==> config.mk <==
export PLATFORM = sky130hd
export DESIGN_NAME = mbx_irq_ctrl
export DESIGN_NICKNAME = d
export VERILOG_FILES = /design/src/rtl/mbx_irq_pkg.sv /design/src/rtl/mbx_event_det.sv /design/src/rtl/mbx_mask_reg.sv /design/src/rtl/mbx_status_reg.sv /design/src/rtl/mbx_irq_ctrl.sv
export SDC_FILE = /design/constraint.sdc
export NUM_CORES = 1
export LEC_CHECK = 0
export ABC_AREA = 1
export BUFFER_PORTS_ARGS = -buffer_cell sky130_fd_sc_hd__buf_2
export CORE_UTILIZATION = 40
export CTS_BUF_LIST = sky130_fd_sc_hd__clkbuf_4 sky130_fd_sc_hd__clkbuf_8
export DETAILED_ROUTE_END_ITERATION = 8
export PLACE_DENSITY = 0.8
export SLEW_MARGIN = 0
export SYNTH_ARGS = -nofsm -noshare
export SYNTH_HDL_FRONTEND = slang
export SYNTH_SLANG_ARGS = --single-unit
==> constraint.sdc <==
create_clock -name clk -period 1 [get_ports clk]
set_input_delay 0.2 -clock clk [delete_from_list [all_inputs] [get_ports clk]]
set_output_delay 0.2 -clock clk [all_outputs]
set_load 0.05 [all_outputs]
==> src/rtl/mbx_irq_pkg.sv <==
package mbx_irq_pkg;

    // Register select on the one-bit bus address.
    typedef enum logic {
        REG_MASK = 1'b0,
        REG_STAT = 1'b1
    } mbx_reg_e;

    // Reset value of each mask bit: masked.
    localparam logic MASK_RESET_BIT = 1'b1;

endpackage

==> src/rtl/mbx_event_det.sv <==
module mbx_event_det #(
    parameter int N = 16
) (
    input  logic         clk,
    input  logic         rst_n,
    input  logic [N-1:0] dir_tx,
    input  logic [N-1:0] tx_pend,
    input  logic [N-1:0] rx_pend,
    output logic [N-1:0] evt
);

    logic [N-1:0] tx_hist_q;
    logic [N-1:0] rx_hist_q;

    // Flag history, one sample per edge.
    always_ff @(posedge clk or negedge rst_n) begin
        if (!rst_n) begin
            tx_hist_q <= '0;
            rx_hist_q <= '0;
        end else begin
            tx_hist_q <= tx_pend;
            rx_hist_q <= rx_pend;
        end
    end

    // Each mailbox picks its edge polarity from its direction.
    for (genvar m = 0; m < N; m++) begin : g_mbx
        logic tx_done;
        logic rx_done;
        always_comb begin
            tx_done = tx_hist_q[m] & ~tx_pend[m];
            rx_done = ~rx_hist_q[m] & rx_pend[m];
            evt[m]  = dir_tx[m] ? tx_done : rx_done;
        end
    end

endmodule

==> src/rtl/mbx_mask_reg.sv <==
module mbx_mask_reg
    import mbx_irq_pkg::*;
#(
    parameter int N = 16
) (
    input  logic         clk,
    input  logic         rst_n,
    input  logic         wr_en,
    input  logic [N-1:0] wdata,
    output logic [N-1:0] mask_raw,
    output logic [N-1:0] mask_mbx
);

    localparam int HALF = N / 2;

    // Stored in the software layout.
    always_ff @(posedge clk or negedge rst_n) begin
        if (!rst_n) begin
            mask_raw <= {N{MASK_RESET_BIT}};
        end else if (wr_en) begin
            mask_raw <= wdata;
        end
    end

    // The upper byte of the register serves the lower mailboxes and vice versa.
    for (genvar m = 0; m < N; m++) begin : g_map
        localparam int RB = (m + HALF) % N;
        assign mask_mbx[m] = mask_raw[RB];
    end

endmodule

==> src/rtl/mbx_status_reg.sv <==
module mbx_status_reg #(
    parameter int N = 16
) (
    input  logic         clk,
    input  logic         rst_n,
    input  logic [N-1:0] evt,
    input  logic         clr_en,
    input  logic [N-1:0] clr_bits,
    output logic [N-1:0] status
);

    logic [N-1:0] clr_vec;
    logic [N-1:0] status_d;

    always_comb begin
        clr_vec  = clr_en ? clr_bits : '0;
        // A fresh event outranks a clear on the same edge.
        status_d = (status & ~clr_vec) | evt;
    end

    always_ff @(posedge clk or negedge rst_n) begin
        if (!rst_n) begin
            status <= '0;
        end else begin
            status <= status_d;
        end
    end

endmodule

==> src/rtl/mbx_irq_ctrl.sv <==
module mbx_irq_ctrl
    import mbx_irq_pkg::*;
#(
    parameter int MBX_COUNT = 16
) (
    input  logic                 clk,
    input  logic                 rst_n,
    input  logic [MBX_COUNT-1:0] dir_tx,
    input  logic [MBX_COUNT-1:0] tx_pend,
    input  logic [MBX_COUNT-1:0] rx_pend,
    input  logic                 bus_wr,
    input  logic                 bus_addr,
    input  logic [MBX_COUNT-1:0] bus_wdata,
    output logic [MBX_COUNT-1:0] bus_rdata,
    output logic [MBX_COUNT-1:0] req_vec,
    output logic                 irq
);

    logic [MBX_COUNT-1:0] evt_w;
    logic [MBX_COUNT-1:0] mask_raw_w;
    logic [MBX_COUNT-1:0] mask_mbx_w;
    logic [MBX_COUNT-1:0] status_q;
    logic                 wr_mask;
    logic                 wr_stat;
    mbx_reg_e             sel;

    always_comb begin
        sel     = mbx_reg_e'(bus_addr);
        wr_mask = bus_wr && (sel == REG_MASK);
        wr_stat = bus_wr && (sel == REG_STAT);
    end

    mbx_event_det #(.N(MBX_COUNT)) u_det (
        .clk     (clk),
        .rst_n   (rst_n),
        .dir_tx  (dir_tx),
        .tx_pend (tx_pend),
        .rx_pend (rx_pend),
        .evt     (evt_w)
    );

    mbx_mask_reg #(.N(MBX_COUNT)) u_mask (
        .clk      (clk),
        .rst_n    (rst_n),
        .wr_en    (wr_mask),
        .wdata    (bus_wdata),
        .mask_raw (mask_raw_w),
        .mask_mbx (mask_mbx_w)
    );

    mbx_status_reg #(.N(MBX_COUNT)) u_stat (
        .clk      (clk),
        .rst_n    (rst_n),
        .evt      (evt_w),
        .clr_en   (wr_stat),
        .clr_bits (bus_wdata),
        .status   (status_q)
    );

    always_comb begin
        req_vec = status_q & ~mask_mbx_w;
        unique case (sel)
            REG_MASK: bus_rdata = mask_raw_w;
            REG_STAT: bus_rdata = status_q;
            default:  bus_rdata = '0;
        endcase
    end

    always_ff @(posedge clk or negedge rst_n) begin
        if (!rst_n) begin
            irq <= 1'b0;
        end else begin
            irq <= |req_vec;
        end
    end

endmodule

==> flow_metrics.py <==
metrics = {
    "global_routing": {
        "grt_pass1_vias": 2777,
        "grt_max_degree": 66,
        "track_usage_pct": 21.9,
        "antenna_found_initial": 0,
        "overflow": 0,
        "grt_pass1_wl_um": 12300,
    },
    "yosys": {
        "synth_seq_cells": 65,
        "synthDistinctLibCells": 17,
        "synth_area_per_cell_sq_um": 9.01,
        "synth_fa_ha_area_share_pct": 0,
        "synth-seq-area-share_pct": 57.5,
        "synth_simple_gate_area_share_pct": 14.8,
        "synthMuxAreaShare_pct": 0,
        "synth_top_family_by_area": "compound AO/OA/AOI/OAI gates",
        "synthCells": 318,
        "syn_area_sq_um": 2870,
        "synth_xor_xnor_area_share_pct": 0,
        "yosysWarnings": 0,
        "synth_compound_area_share_pct": 16.0,
        "synth_nets": 386,
    },
    "critical_path": {
        "r2r_slack_ns": -0.20,
        "cp_slowest_stage_delay_ns": 0.56,
        "cp_max_fo": 2,
        "arrival_ns": 1.25,
        "worstSetupEndpointType": "output port",
        "cp.buffers_inverters": 2,
        "slowest_stage": "dfstp_2",
        "worstSetupPathType": "flip-flop to output port",
        "worst_setup_path_start_kind": "flip-flop",
        "required_ns": 0.80,
        "crit_chain": "inv_2 -> o21ai_4 -> buf_6",
        "crit_family": "flip-flops",
    },
    "sta": {
        "rsz0062_at_grt": "true",
        "setup_ws_ns": -0.450,
        "fmax_ghz": 0.690,
        "min_period_ns": 1.45,
        "slew_violations": 0,
        "skew_ns": 0.0141,
        "slew_headroom_pct": 77.6,
        "min_period_over_period_pct": 145,
        "finalHoldViolations": 0,
        "setup_violations": 34,
        "tightestPinTransition_ns": 0.337,
    },
    "clock_tree": {
        "htreeDepth": 3,
        "path_clk_slew_ns": 0.07,
        "clockBufferDepth": 2,
        "root_buffer": "clkbuf_8",
        "cts_tree": "built",
        "cts_sinks": 65,
        "numCtsBuffers": 9,
        "clk_latency_ns": 0.34,
    },
    "cells_and_area": {
        "layout_commonest_cell": "nand2_1",
        "design_area_sq_um": 4760,
        "diodes": 0,
        "syn2layout_area_growth_pct": 66.1,
        "final_util_pct": 69.3,
        "most-common-layout-cells": "68 x nand2_1, 67 x buf_2, 49 x dfrtp_1",
        "nNetsFinal": 546,
        "drive_gt1_share_pct": 53.6,
    },
    "route": {
        "dr.pass1.iters": 5,
        "antenna_left": 0,
        "routed_wl_um": 7760,
        "drc": 0,
        "drt_first_iter_violations": 69,
        "post_drt_wl_per_cell_um": 13.4,
        "vias": 2641,
        "viasPerCell": 4.56,
    },
    "floorplanning": {
        "fp.dieW_um": 86.6,
        "coreArea_sq_um": 6870,
        "num_rows": 30,
        "die_y_um": 86.6,
        "die_area_sq_um": 7510,
        "initial_core_util_pct": 41.7,
        "ios": 101,
    },
    "power": {
        "power_frac_clock_pct": 29.2,
        "internal_power_mw": 5.69,
        "cellLeakagePower_nw": 2.37,
        "seqPwrFrac_pct": 36.6,
        "power.net_switching_mw": 2.90,
        "pwr-share-comb_pct": 34.1,
        "p_sw_share_pct": 33.8,
        "power_density_nw_per_um2": 1810,
        "worst_ir_drop_vdd_uv": 832,
    },
    "status": {
        "status": "complete, but fails checks",
        "violations": "negative setup slack",
    },
    "min_path": {
        "hp-class": "input port to flip-flop",
    },
    "placement": {
        "place_congestion": 0.870,
        "io_buffers": 100,
        "dp_hpwl_um": 4770,
        "dpl_cell_area_sq_um": 3760,
    },
    "job": {
        "drv_cap": 0,
    },
}
-- power by group through the flow --
stage / clock network, mW / registers [mW] / logic, mW
2_1_floorplan: 0 / 3.09 / 1.56
3_3_place_gp: 0 / 3.13 / 2.13
3_5_place_dp: 0 / 3.14 / 2.16
4_1_cts: 2.56 / 3.11 / 2.77
5_1_grt: 2.68 / 3.17 / 3.11
6_report: 2.51 / 3.15 / 2.93
-- timing repair --
item	in CTS	in global routing
pin swaps	15	9
hold endpoints to repair	81	0
setup endpoints to repair	34	34
hold buffers	33	0
resized for setup	109	33
buffers inserted	15	5
-- synthesized netlist by cell type (all sizes together) --
cell    instances  share of area [%]
nand2          92                 12
inv            71                9.3
dfrtp          49                 43
o21ai          48                 12
nor2           17                2.2
dfstp          16                 15
o211ai         15                3.9
buf             7                2.2
clkbuf          1               0.17
nand4           1               0.22
o221ai          1               0.31
-- through the flow --
step | power (mW) | hold slack [ns] | worst slack, ns | setup TNS, ns | cells
6_report | 8.60 | 0.100 | -0.450 | -13.23 | 579
2_1_floorplan | 4.65 | -0.0956 | -0.0896 | -1.71 | 318
3_5_place_dp | 5.30 | 0.242 | -0.205 | -5.92 | 519
5_1_grt | 8.96 | 0.102 | -0.488 | -14.52 | 579
3_3_place_gp | 5.26 | 0.238 | -0.183 | -5.47 | 519
4_1_cts | 8.44 | 0.0896 | -0.454 | -13.35 | 579
-- area by class of cell --
type                       instances  area, sq um
multi-input combinational        174         1160
clock buffer                      13          160
clock inverter                     3         65.1
tap                               96          120
fill                             501         2110
timing repair buffer             157         1330
sequential                        65         1650
inverter                          71          277
-- worst register-to-register path, cell delays in order (launching register included) --
cell	delay [ns]
dfstp_2	0.55
inv_2	0.05
nand2_2	0.08
buf_6	0.10
nand2_2	0.05
inv_2	0.04
nand2_2	0.04
nor2_1	0.10
nand2_1	0.05
-- logic make-up (layout without fill, tap and decap cells) --
logic type,after synthesis,in the layout
AO/OA/AOI/OAI,64,64
AND/OR/NAND/NOR,110,110
flip-flops,65,65
buffers and inverters,79,244
-- path summary, 6_finish.rpt --
check                           cells past startpoint                from             endpoint
worst max-delay path                                3  u_mask.mask_raw[8]         bus_rdata[8]
worst min-delay path                                3        bus_wdata[1]   u_mask.mask_raw[1]
worst max register to register                      8  u_mask.mask_raw[2]                  irq
worst min register to register                      1  u_det.rx_hist_q[7]     u_stat.status[7]
max in group asynchronous                           3               rst_n  u_mask.mask_raw[15]
min in group asynchronous                           3               rst_n   u_det.rx_hist_q[8]
-- layer usage --
metal  GRT usage, %  up-vias  part of all wire [%]
met5              0        -                     0
met4           10.2        0                   2.2
met3           4.67       18                   4.5
met2           38.1       85                    54
met1           26.1     1241                    40
li1               -     1297                     -
-- registers in the layout, summed over array words and instances (netlist names) --
name / cells
u_det.rx_hist_q: 16
u_det.tx_hist_q: 16
u_mask.mask_raw: 16
u_stat.status: 16
irq: 1
(Power assumes the default switching activity.)
